--- src/rtl/coh_pkg.sv ---
package coh_pkg;

  typedef enum logic [1:0] {
    LS_INV   = 2'b00,
    LS_CLEAN = 2'b01,
    LS_DIRTY = 2'b10
  } line_st_e;

  typedef enum logic [1:0] {
    BC_NONE   = 2'b00,
    BC_RDMISS = 2'b01,
    BC_WRMISS = 2'b10,
    BC_INVAL  = 2'b11
  } bus_cmd_e;

  // command a miss issues, by access direction
  function automatic bus_cmd_e miss_cmd(input logic wr);
    return wr ? BC_WRMISS : BC_RDMISS;
  endfunction

  // state a granted request commits to
  function automatic line_st_e grant_state(input bus_cmd_e c);
    return (c == BC_RDMISS) ? LS_CLEAN : LS_DIRTY;
  endfunction

  // snooped commands that take ownership away from this cache
  function automatic logic snoop_takes_line(input bus_cmd_e c);
    return (c == BC_WRMISS) || (c == BC_INVAL);
  endfunction

endpackage

--- src/rtl/coh_snoop_unit.sv ---
module coh_snoop_unit
  import coh_pkg::*;
#(
  parameter int TAG_W = 8
) (
  input  logic             snoop_valid,
  input  logic [1:0]       snoop_cmd,
  input  logic [TAG_W-1:0] snoop_addr,
  input  line_st_e         line_st,
  input  logic [TAG_W-1:0] line_tag,
  output logic             snoop_hit,
  output logic             snoop_kill
);
  bus_cmd_e cmd;
  assign cmd = bus_cmd_e'(snoop_cmd);

  // a snoop matters only if it carries a command and names our valid block
  assign snoop_hit  = snoop_valid && (cmd != BC_NONE) &&
                      (line_st != LS_INV) && (snoop_addr == line_tag);
  assign snoop_kill = snoop_hit && snoop_takes_line(cmd);
endmodule

--- src/rtl/coh_cpu_unit.sv ---
module coh_cpu_unit
  import coh_pkg::*;
#(
  parameter int TAG_W = 8
) (
  input  logic             cpu_req,
  input  logic             cpu_wr,
  input  logic [TAG_W-1:0] cpu_addr,
  input  line_st_e         line_st,
  input  logic [TAG_W-1:0] line_tag,
  input  logic             wb_pend,
  output logic             local_done,
  output logic             cpu_wb,
  output bus_cmd_e         req_cmd
);
  logic tag_hit;
  assign tag_hit = (line_st != LS_INV) && (cpu_addr == line_tag);

  always_comb begin
    local_done = 1'b0;
    cpu_wb     = 1'b0;
    req_cmd    = BC_NONE;
    if (!wb_pend && cpu_req) begin
      if (tag_hit && (!cpu_wr || line_st == LS_DIRTY))
        local_done = 1'b1;
      else if (tag_hit)
        req_cmd = BC_INVAL;
      else if (line_st == LS_DIRTY)
        cpu_wb = 1'b1;
      else
        req_cmd = miss_cmd(cpu_wr);
    end
  end
endmodule

--- src/rtl/coh_line_ctrl.sv ---
module coh_line_ctrl
  import coh_pkg::*;
#(
  parameter int TAG_W = 8
) (
  input  logic             clk,
  input  logic             rst_n,
  input  logic             cpu_req,
  input  logic             cpu_wr,
  input  logic [TAG_W-1:0] cpu_addr,
  output logic             cpu_done,
  output logic             bus_req,
  output logic [1:0]       bus_cmd,
  output logic [TAG_W-1:0] bus_addr,
  output logic             bus_wb,
  input  logic             bus_gnt,
  input  logic             mem_ack,
  input  logic             snoop_valid,
  input  logic [1:0]       snoop_cmd,
  input  logic [TAG_W-1:0] snoop_addr,
  output logic [1:0]       line_state,
  output logic [TAG_W-1:0] line_tag
);
  line_st_e         st_q, tgt_q;
  logic [TAG_W-1:0] tag_q;
  logic             pend_q;

  // named internal events
  logic     snoop_hit, snoop_kill;
  logic     local_done, cpu_wb;
  bus_cmd_e req_cmd;
  logic     grant_ev, wb_done_ev;

  coh_snoop_unit #(.TAG_W(TAG_W)) u_snoop (
    .snoop_valid(snoop_valid), .snoop_cmd(snoop_cmd), .snoop_addr(snoop_addr),
    .line_st(st_q), .line_tag(tag_q),
    .snoop_hit(snoop_hit), .snoop_kill(snoop_kill)
  );

  coh_cpu_unit #(.TAG_W(TAG_W)) u_cpu (
    .cpu_req(cpu_req), .cpu_wr(cpu_wr), .cpu_addr(cpu_addr),
    .line_st(st_q), .line_tag(tag_q), .wb_pend(pend_q),
    .local_done(local_done), .cpu_wb(cpu_wb), .req_cmd(req_cmd)
  );

  assign bus_req    = (req_cmd != BC_NONE);
  assign bus_cmd    = req_cmd;
  assign bus_wb     = pend_q || cpu_wb;
  assign bus_addr   = bus_wb ? tag_q : (bus_req ? cpu_addr : '0);
  assign grant_ev   = bus_req && bus_gnt;
  assign wb_done_ev = bus_wb && mem_ack;
  assign cpu_done   = !snoop_hit && (local_done || grant_ev);
  assign line_state = st_q;
  assign line_tag   = tag_q;

  always_ff @(posedge clk) begin
    if (!rst_n) begin
      st_q   <= LS_INV;
      tgt_q  <= LS_INV;
      tag_q  <= '0;
      pend_q <= 1'b0;
    end else if (wb_done_ev) begin
      st_q   <= pend_q ? tgt_q : LS_INV;
      pend_q <= 1'b0;
    end else if (snoop_hit) begin
      if (st_q == LS_CLEAN) begin
        if (snoop_kill) st_q <= LS_INV;
      end else if (!pend_q) begin
        pend_q <= 1'b1;
        tgt_q  <= snoop_kill ? LS_INV : LS_CLEAN;
      end else if (snoop_kill) begin
        tgt_q <= LS_INV;
      end
    end else if (grant_ev) begin
      st_q  <= grant_state(req_cmd);
      tag_q <= cpu_addr;
    end
  end

  // a waiting request does not move unless a snoop hits the line
  assert_req_hold_R3: assert property (@(posedge clk) disable iff (!rst_n)
    (bus_req && !bus_gnt && !snoop_hit && cpu_req) |=>
      (bus_req && $stable(bus_cmd) && $stable(bus_addr)));

  // a granted read miss leaves the line Clean
  assert_rdmiss_clean_R3: assert property (@(posedge clk) disable iff (!rst_n)
    (grant_ev && !snoop_hit && bus_cmd == 2'b01) |=> (line_state == 2'b01));

  // a write-back is held until memory acknowledges it
  assert_wb_hold_R6: assert property (@(posedge clk) disable iff (!rst_n)
    (bus_wb && !mem_ack && cpu_req) |=> (bus_wb && $stable(bus_addr)));

  // write-back and bus request never overlap, and the processor waits
  assert_wb_excl_R8: assert property (@(posedge clk) disable iff (!rst_n)
    bus_wb |-> (!bus_req && !cpu_done));

  // a taking snoop on a Clean line invalidates it
  assert_clean_drop_R7: assert property (@(posedge clk) disable iff (!rst_n)
    (line_state == 2'b01 && snoop_kill && !wb_done_ev) |=> (line_state == 2'b00));

  // a non-matching snoop with no grant or acknowledge changes nothing
  assert_nomatch_R9: assert property (@(posedge clk) disable iff (!rst_n)
    (!snoop_hit && !grant_ev && !wb_done_ev) |=>
      ($stable(line_state) && $stable(line_tag)));

  // a matching snoop blocks completion in its cycle
  assert_snoop_block_R10: assert property (@(posedge clk) disable iff (!rst_n)
    snoop_hit |-> !cpu_done);
endmodule

--- config.mk ---
export PLATFORM = sky130hd
export DESIGN_NAME = coh_line_ctrl
export DESIGN_NICKNAME = d
export VERILOG_FILES = /design/src/rtl/coh_pkg.sv /design/src/rtl/coh_snoop_unit.sv /design/src/rtl/coh_cpu_unit.sv /design/src/rtl/coh_line_ctrl.sv
export SDC_FILE = /design/constraint.sdc
export NUM_CORES = 1
export LEC_CHECK = 0
export BUFFER_PORTS_ARGS = -buffer_cell sky130_fd_sc_hd__buf_2
export CORE_MARGIN = 4
export CORE_UTILIZATION = 44
export CTS_CLUSTER_SIZE = 14
export DETAILED_ROUTE_END_ITERATION = 12
export PLACE_DENSITY_LB_ADDON = 0.08
export SLEW_MARGIN = 20
export SYNTH_ARGS = -nofsm -noshare
export SYNTH_HDL_FRONTEND = slang
export SYNTH_HIERARCHICAL = 1
export SYNTH_SLANG_ARGS = --single-unit
--- constraint.sdc ---
create_clock -name clk -period 2.8 [get_ports clk]
set_clock_uncertainty 0.1 [all_clocks]
set_input_delay 0.14 -clock clk [delete_from_list [all_inputs] [get_ports clk]]
set_output_delay 0.14 -clock clk [all_outputs]
set_load 0.02 [all_outputs]
==> impl_metrics.csv, run 1 <==
group,metric,value,unit
sta,period_minus_slack,2670,ps
power,power,0.505,mW
sta,fin_crit_sh,95.3,%
flow_run,maxCapViolCount,0,
logic_synthesis,synth_top_family_by_area,"compound AO/OA/AOI/OAI gates",
logic_synthesis,yosys.area_share.simple,23.3,%
grt,grt_pass1_wl,4.60,mm
finish,layout_common_cells,"buf_2, xnor2_1, dfxtp_1",
logic_synthesis,synth_edf_count,0,
critical_path,worst_ep_arrival_time,2430,ps
power,p_int,0.327,mW
die,ios,48,
critical_path,startpoint_type,"flop",
logic_synthesis,synth_cells,114,
finish,post-route-util,65.7,%
power,share_comb_of_total_power,33.6,%
logic_synthesis,ys_seq_area_share,25.7,%
sta,max_freq,0.375,GHz
die,die_w,54.1,µm
route,first_pass_iters,4,
grt,antenna_found_initial,0,
route,vias,1127,
logic_synthesis,syn_area,933,µm²
die,dieArea,2920,µm²
critical_path,cp.required,2560,ps
critical_path,crit_type,"flop to output port",
clock_network,root_buffer,"clkbuf_4",
logic_synthesis,synth-main-ff-cell,"dfxtp_1",
finish,final_common_cell,"buf_2",
status,status,"finished clean",
finish,fin_nets,192,
route,drcViolationCount,0,
sta,setup_viol,0,
die,start_util,47.1,%
finish,drive_gt1_share,39.8,%
finish,fill_cells,193,
logic_synthesis,synth-seq-cells,12,
clock_network,cts.htree.levels,1,
route,route.detailed.vias_per_inst,5.84,
power,p_leak,0.560,nW
critical_path,crit_fanout,13,
power,seqPwrFrac,37.4,%
logic_synthesis,synth_async_sr_flop_share,0,%
clock_network,cts_tree,"done",
logic_synthesis,synth-xor-area-share,15.0,%
sta,setup-tns-final,0,ps
grt,grt_usage,22.1,%
route,dr.first_iter.drc_count,37,
clock_network,clockBufferDepth,2,
grt,grt.overflow.total,0,
grt,grt_pass1_vias,1009,
logic_synthesis,synthAdderAreaFrac,0,%
route,wl_per_cell,15.8,µm
clock_network,clk_pin_slew,80,ps
sta,max_slew.worst_pin.slew,434,ps
sta,rsz0062_at_grt,"no",
logic_synthesis,synth-compound-area-share,30.2,%
min_path,hp-class,"input pin to flop",
logic_synthesis,ys_types,35,
finish,areaGrowthSynthToFinish,39.4,%
sta,hold_viol,0,
sta,slew_headroom,71.1,%
clock_network,clk_latency,280,ps
clock_network,clkSinkCount,12,
finish,diodes,0,
die,core_area,1980,µm²
die,row_count,16,
die,die_h,54.1,µm
clock_network,cts_made_buffers,3,
power,swShare,35.3,%
route,drt_wl_total,3.04,mm
route,detail-route-antenna-nets,0,
logic_synthesis,muxShareOfSynthArea,0,%
placed_design,place_congestion,0.851,
logic_synthesis,syn_area_per_cell,8.19,µm²
logic_synthesis,ys_warn_count,6,
power,p_per_area,388,nW/µm²
logic_synthesis,syn_nets,139,
power,ir_worst_vdd,0.239,mV
critical_path,cp-end-kind,"output port",
sta,report.final.slew_viol_count,0,
clock_network,cts_hold_buf,0,
power,switching_power,0.178,mW
grt,grt_max_degree,14,
power,p_clk_share,29.0,%
placed_design,io_buffer_count,47,
placed_design,dp_hpwl,2.33,mm
## worst max-delay path, stage by stage (launching register included)
cell and delay [ps]:
dfxtp_1 430, xnor2_1 140, o2111ai_1 210, o31a_1 320, nor4b_4 320, nor2_4 150, nor2_4 230, a22o_1 180
buf_2 160
## through the flow
step	hold WS (ps)	setup slack, ps	area (µm²)	cells
after global placement	329	173	1240	189
after floorplan	190	174	940	114
after detailed placement	337	143	1240	189
final	44.2	133	1300	193
after CTS	32.2	126	1280	193
after global routing	45.7	15.3	1300	193
## synth_stat cells, types with 2 or more instances
| cell type | number | area share (%) |
|---|---|---|
| dfxtp_1 | 12 | 26 |
| clkbuf_1 | 3 | 1.2 |
| inv_1 | 5 | 2.0 |
| o31ai_1 | 8 | 6.4 |
| nand4_1 | 10 | 6.7 |
| nand3_1 | 2 | 1.1 |
| o21ai_1 | 2 | 1.1 |
| a211oi_1 | 2 | 1.6 |
| a22o_1 | 8 | 7.5 |
| nand2_1 | 3 | 1.2 |
| nor2_1 | 2 | 0.80 |
| a21oi_1 | 9 | 4.8 |
| buf_2 | 4 | 2.1 |
| nor3_1 | 4 | 2.1 |
| nand2b_1 | 4 | 2.7 |
| xnor2_1 | 16 | 15 |
| o221ai_1 | 2 | 1.9 |
## power groups by stage
stage                     Combinational (mW)  Clock, mW  Sequential, mW
final                                  0.170      0.147           0.189
after global routing                   0.183      0.152           0.190
after CTS                              0.166      0.151           0.189
after detailed placement               0.164          0           0.193
after global placement                 0.162          0           0.192
after floorplan                       0.0915          0           0.202
## layer usage
| metal | global-route usage [%] | part of all wire [%] | vias up |
|---|---|---|---|
| met1 | 26.5 | 40 | 525 |
| met4 | 9.96 | 1.4 | 0 |
| met3 | 3.32 | 8.7 | 6 |
| li1 | - | - | 546 |
| met5 | 0 | 0 | - |
| met2 | 38.3 | 49 | 50 |
## registers in the layout (all words and copies together) (netlist names)
register    count
pend_q          1
tgt_q           1
line_state      2
line_tag        8
## logic make-up (layout without fill, tap and decap cells)
| kind of cell | Yosys count | after routing |
|---|---|---|
| AO/OA/AOI/OAI | 38 | 38 |
| XOR/XNOR | 16 | 16 |
| buffers and inverters | 13 | 65 |
| flip-flops | 12 | 12 |
| AND/OR/NAND/NOR | 35 | 35 |
## final cells by class
type	instances	area, µm²	share of cell area, %
clock buffer	4	36.3	2.79
inverter	6	22.5	1.73
multi-input combinational	89	673	51.7
sequential	12	240	18.5
tap	27	33.8	2.60
timing repair buffer	55	295	22.7
## timing repair
action                     in CTS  in global routing
gates resized for setup         2                  3
setup endpoints to repair       9                 10
buffers inserted                0                  0
## final timing paths
check / startpoint / end / slack [ps] / depth (start not counted)
hold reg to reg: tgt_q[0]$_SDFFE_PN0P_ / line_state[0]$_SDFFE_PN0P_ / 430 / 2
setup reg to reg: line_tag[6]$_SDFFE_PN0P_ / line_state[0]$_SDFFE_PN0P_ / 440 / 7
setup / recovery: line_tag[6]$_SDFFE_PN0P_ / bus_addr[5] / 130 / 8
hold / removal: cpu_addr[1] / line_tag[1]$_SDFFE_PN0P_ / 40 / 3
Power figures use the tool's default switching activity.
==> run 2, diff against run 1 <==
--- a/config.mk
+++ b/config.mk
@@ -8,6 +8,7 @@
 export BUFFER_PORTS_ARGS = -buffer_cell sky130_fd_sc_hd__buf_2
 export CORE_MARGIN = 4
 export CORE_UTILIZATION = 44
+export CTS_BUF_LIST = sky130_fd_sc_hd__clkbuf_16
 export CTS_CLUSTER_SIZE = 14
 export DETAILED_ROUTE_END_ITERATION = 12
 export PLACE_DENSITY_LB_ADDON = 0.08
==> impl_metrics.csv, run 2 (synthesis gave the netlist of run 1 again) <==
group,metric,value,unit
clock_network,cts.htree.levels,1,
grt,antenna_found_initial,0,
sta,setup_viol,0,
die,core_area,1980,µm²
route,dr.first_iter.drc_count,49,
die,dieArea,2920,µm²
route,wl_per_cell,16.2,µm
clock_network,cts_made_buffers,3,
finish,seqCellArea,240,µm²
critical_path,startpoint_type,"flop",
finish,multi_input_area,673,µm²
min_path,hp-class,"input pin to flop",
finish,areaGrowthSynthToFinish,44.0,%
clock_network,clkSinkCount,12,
finish,final_common_cell,"buf_2",
grt,grt.overflow.total,0,
die,die_w,54.1,µm
grt,grt_pass1_vias,1026,
route,drt_wl_total,3.12,mm
finish,layout_common_cells,"buf_2, xnor2_1, dfxtp_1",
critical_path,cpMaxStageDelayCell,"dfxtp_1",
sta,setup-tns-final,0,ps
flow_run,maxCapViolCount,0,
critical_path,crit_type,"flop to output port",
sta,slew_headroom,70.3,%
finish,layout.cells.non_filler,193,
sta,report.final.slew_viol_count,0,
critical_path,cp-end-kind,"output port",
grt,grt_usage,22.2,%
power,p_leak,0.578,nW
sta,max_freq,0.372,GHz
placed_design,io_buffer_count,47,
route,detail-route-antenna-nets,0,
critical_path,path_common_cell,"nor2_4",
die,row_count,16,
clock_network,root_buffer,"clkbuf_16",
placed_design,dp_hpwl,2.33,mm
grt,grt_max_degree,14,
clock_network,clk_pin_slew,50,ps
die,die_h,54.1,µm
sta,max_slew.worst_pin.slew,446,ps
clock_network,clk_latency,240,ps
route,vias,1166,
clock_network,clockBufferDepth,2,
grt,grt_pass1_wl,4.67,mm
power,p_per_area,468,nW/µm²
critical_path,worst_ep_arrival_time,2450,ps
clock_network,cts_setup_buffers,0,
critical_path,max_stage_delay,360,ps
clock_network,cts_tree,"done",
power,power,0.629,mW
route,first_pass_iters,4,
power,ir_worst_vdd,0.302,mV
die,start_util,47.1,%
route,drcViolationCount,0,
finish,diodes,0,
sta,fin_crit_sh,96.1,%
finish,fill_cells,182,
placed_design,dp.cells,189,
status,status,"finished clean",
sta,period_minus_slack,2690,ps
die,ios,48,
finish,drive_gt1_share,39.2,%
critical_path,crit_fanout,13,
route,route.detailed.vias_per_inst,6.04,
placed_design,place_congestion,0.851,
finish,fin_nets,192,
critical_path,crit_chain,"xnor2_1 -> o2111ai_1 -> o31a_1 -> nor4b_4 -> nor2_4 -> nor2_4 -> a22o_1 -> buf_2",
sta,hold_viol,0,
sta,worst_hold_slack,89.8,ps
critical_path,cp.required,2560,ps
finish,largest_register_ffs,8,
run 2: cell types whose count changed in the layout (fill, tap and decap cells not counted), sizes merged:
cell | before | now
clkbuf | 4 | 3
clkinv | 0 | 1
run 2: timing repair:
item | in CTS | in global routing
endpoints found under the hold margin | 0 | 0
setup endpoints to repair | 9 | 9
hold buffers | 0 | 0
gates resized for setup | 2 | 3
run 2: metal layers:
metal  vias up  track usage, %  wire, µm
li1        546               -         -
met1       540            26.2      1210
met2        66            39.7      1500
met3        14            4.16       308
met4         0            7.47        95
met5         -               0         0
run 2: layout make-up:
type | instances | area share [%]
clock inverters | 1 | 0.279
inverters | 6 | 1.68
clock buffers | 3 | 5.59
well taps | 27 | 2.51
multi-input cells | 89 | 50.1
flip-flops and latches | 12 | 17.9
repair buffers | 55 | 22.0
run 2: through the flow:
step                instance area [µm²]  worst slack [ps]  utilization, %
floorplan                           940               174               -
global placement                   1240               173            62.4
detailed placement                 1240               143            62.4
CTS                                1320               111            66.8
global route                       1340             -2.48            67.8
finish                             1340               109            67.8
run 2: worst paths after layout:
kind / from / end / slack [ps] / cells past startpoint
hold / removal: cpu_addr[1] / line_tag[1]$_SDFFE_PN0P_ / 90 / 3
hold reg to reg: tgt_q[0]$_SDFFE_PN0P_ / line_state[0]$_SDFFE_PN0P_ / 420 / 2
setup / recovery: line_tag[6]$_SDFFE_PN0P_ / bus_addr[5] / 110 / 8
setup reg to reg: line_tag[6]$_SDFFE_PN0P_ / line_state[0]$_SDFFE_PN0P_ / 360 / 7
run 2: power breakdown:
part	switching [mW]	internal (mW)
registers	0.0102	0.179
logic	0.102	0.0696
clock network	0.0787	0.189
run 2: worst max-delay path, delay by kind of cell, from the launching register on:
| family | cells | cell delay (ps) |
|---|---|---|
| xor+xnor | 1 | 250 |
| compound gates | 3 | 740 |
| simple gates | 3 | 700 |
| flops | 1 | 360 |
| buf+inv | 1 | 160 |
==> run 3, diff against run 2 <==
--- a/config.mk
+++ b/config.mk
@@ -9,9 +9,10 @@
 export CORE_MARGIN = 4
 export CORE_UTILIZATION = 44
 export CTS_BUF_LIST = sky130_fd_sc_hd__clkbuf_16
-export CTS_CLUSTER_SIZE = 14
+export CTS_CLUSTER_SIZE = 16
 export DETAILED_ROUTE_END_ITERATION = 12
 export PLACE_DENSITY_LB_ADDON = 0.08
+export SETUP_SLACK_MARGIN = 0.3
 export SLEW_MARGIN = 20
 export SYNTH_ARGS = -nofsm -noshare
 export SYNTH_HDL_FRONTEND = slang
==> impl_metrics.csv, run 3 (synthesis gave the netlist of run 1 again) <==
group,metric,value,unit
route,vias,1178,
grt,grt_max_degree,13,
power,power,0.640,mW
finish,layout_common_cells,"buf_2, buf_4, xnor2_1",
sta,max_slew.worst_pin.slew,534,ps
power,ir_worst_vdd,0.332,mV
sta,slew_headroom,64.2,%
clock_network,root_buffer,"clkbuf_16",
finish,drive_gt1_share,48.8,%
power,p_per_area,447,nW/µm²
sta,max_freq,0.401,GHz
route,detail-route-antenna-nets,0,
grt,antenna_found_initial,0,
sta,setup_viol,0,
route,drt_wl_total,3.20,mm
finish,final_common_cell,"buf_2",
critical_path,worst_ep_arrival_time,2250,ps
die,ios,48,
sta,report.final.slew_viol_count,0,
die,dieArea,2920,µm²
grt,grt_pass1_vias,1094,
sta,period_minus_slack,2490,ps
route,drcViolationCount,0,
die,die_w,54.1,µm
finish,areaGrowthSynthToFinish,53.2,%
finish,fin_nets,194,
clock_network,cts_made_buffers,3,
critical_path,cp-end-kind,"output port",
clock_network,cts.htree.levels,1,
route,dr.first_iter.drc_count,37,
flow_run,maxCapViolCount,0,
finish,diodes,0,
grt,grt.overflow.total,0,
sta,rsz0062_at_grt,"no",
critical_path,crit_type,"flop to output port",
sta,setup-tns-final,0,ps
power,p_leak,0.610,nW
sta,hold_viol,0,
placed_design,io_buffer_count,47,
clock_network,clkSinkCount,12,
route,route.detailed.vias_per_inst,6.04,
critical_path,startpoint_type,"flop",
die,start_util,47.1,%
sta,setup_ws,306,ps
sta,worst_hold_slack,85.1,ps
placed_design,place_congestion,0.855,
die,row_count,16,
critical_path,crit_fanout,10,
clock_network,clk_latency,240,ps
route,wl_per_cell,16.4,µm
grt,grt_usage,23.2,%
grt,grt_pass1_wl,4.97,mm
finish,fin_area,1430,µm²
die,core_area,1980,µm²
die,die_h,54.1,µm
clock_network,cts_tree,"done",
route,first_pass_iters,4,
min_path,hp-class,"input pin to flop",
finish,largest_register_ffs,8,
sta,fin_crit_sh,89.1,%
clock_network,clk_pin_slew,50,ps
clock_network,clockBufferDepth,2,
status,status,"finished clean",
placed_design,dp_hpwl,2.24,mm
critical_path,cp.required,2560,ps
placed_design,place_area,1230,µm²
finish,fill_cells,153,
placed_design,post-place-ws,482,ps
[run 3: cell types whose count changed in the layout (fill, tap and decap cells not counted), moves of 4 or more]
cell	delta
buf_2	-7
buf_4	+9
dfxtp_1	-8
dfxtp_2	+7
xnor2_1	-4
xnor2_2	+4
[run 3: worst paths after layout]
kind,end,startpoint,cells past startpoint,slack [ps]
max reg2reg,line_state[0]$_SDFFE_PN0P_,line_tag[1]$_SDFFE_PN0P_,7,410
min reg2reg,line_tag[3]$_SDFFE_PN0P_,line_tag[3]$_SDFFE_PN0P_,2,410
max,bus_req,line_tag[1]$_SDFFE_PN0P_,8,310
min,line_tag[0]$_SDFFE_PN0P_,cpu_addr[0],3,90
[run 3: what timing repair did]
item	CTS	global route
resized for setup	7	19
pin swaps	1	10
hold buffers	0	0
endpoints found under the setup margin	8	10
buffers inserted	0	4
[run 3: critical path, cell delays in order (launching register included)]
cell and delay (ps):
dfxtp_2 400, xnor2_2 130, o2111ai_2 160, o31a_1 350, nor4b_4 330, nor2_2 110, buf_4 170, inv_2 150
buf_2 200
[run 3: routing by layer]
metal | GRT usage (%) | routed length [µm] | vias up
met5 | 0 | 0 | -
met4 | 7.47 | 36 | 0
met3 | 4.16 | 255 | 4
met2 | 37.9 | 1590 | 59
met1 | 30.5 | 1320 | 564
li1 | - | - | 551
[run 3: final cells by class]
type	count	area [µm²]	share of cell area [%]
well taps	27	33.8	2.36
repair buffers	57	328	22.9
clock buffers	3	75.1	5.25
flip-flops and latches	12	253	17.7
clock inverters	1	3.75	0.262
multi-input cells	89	714	50.0
inverters	6	22.5	1.57
[run 3: stage by stage]
step,instances,utilization [%]
after CTS,191,67.0
after global routing,195,72.2
after detailed placement,187,62.1
after global placement,187,62.1
final,195,72.2
after floorplan,114,-
[run 3: power breakdown]
group,internal [mW],switching [mW]
combinational,0.0807,0.103
sequential,0.180,0.0139
clock,0.188,0.0741
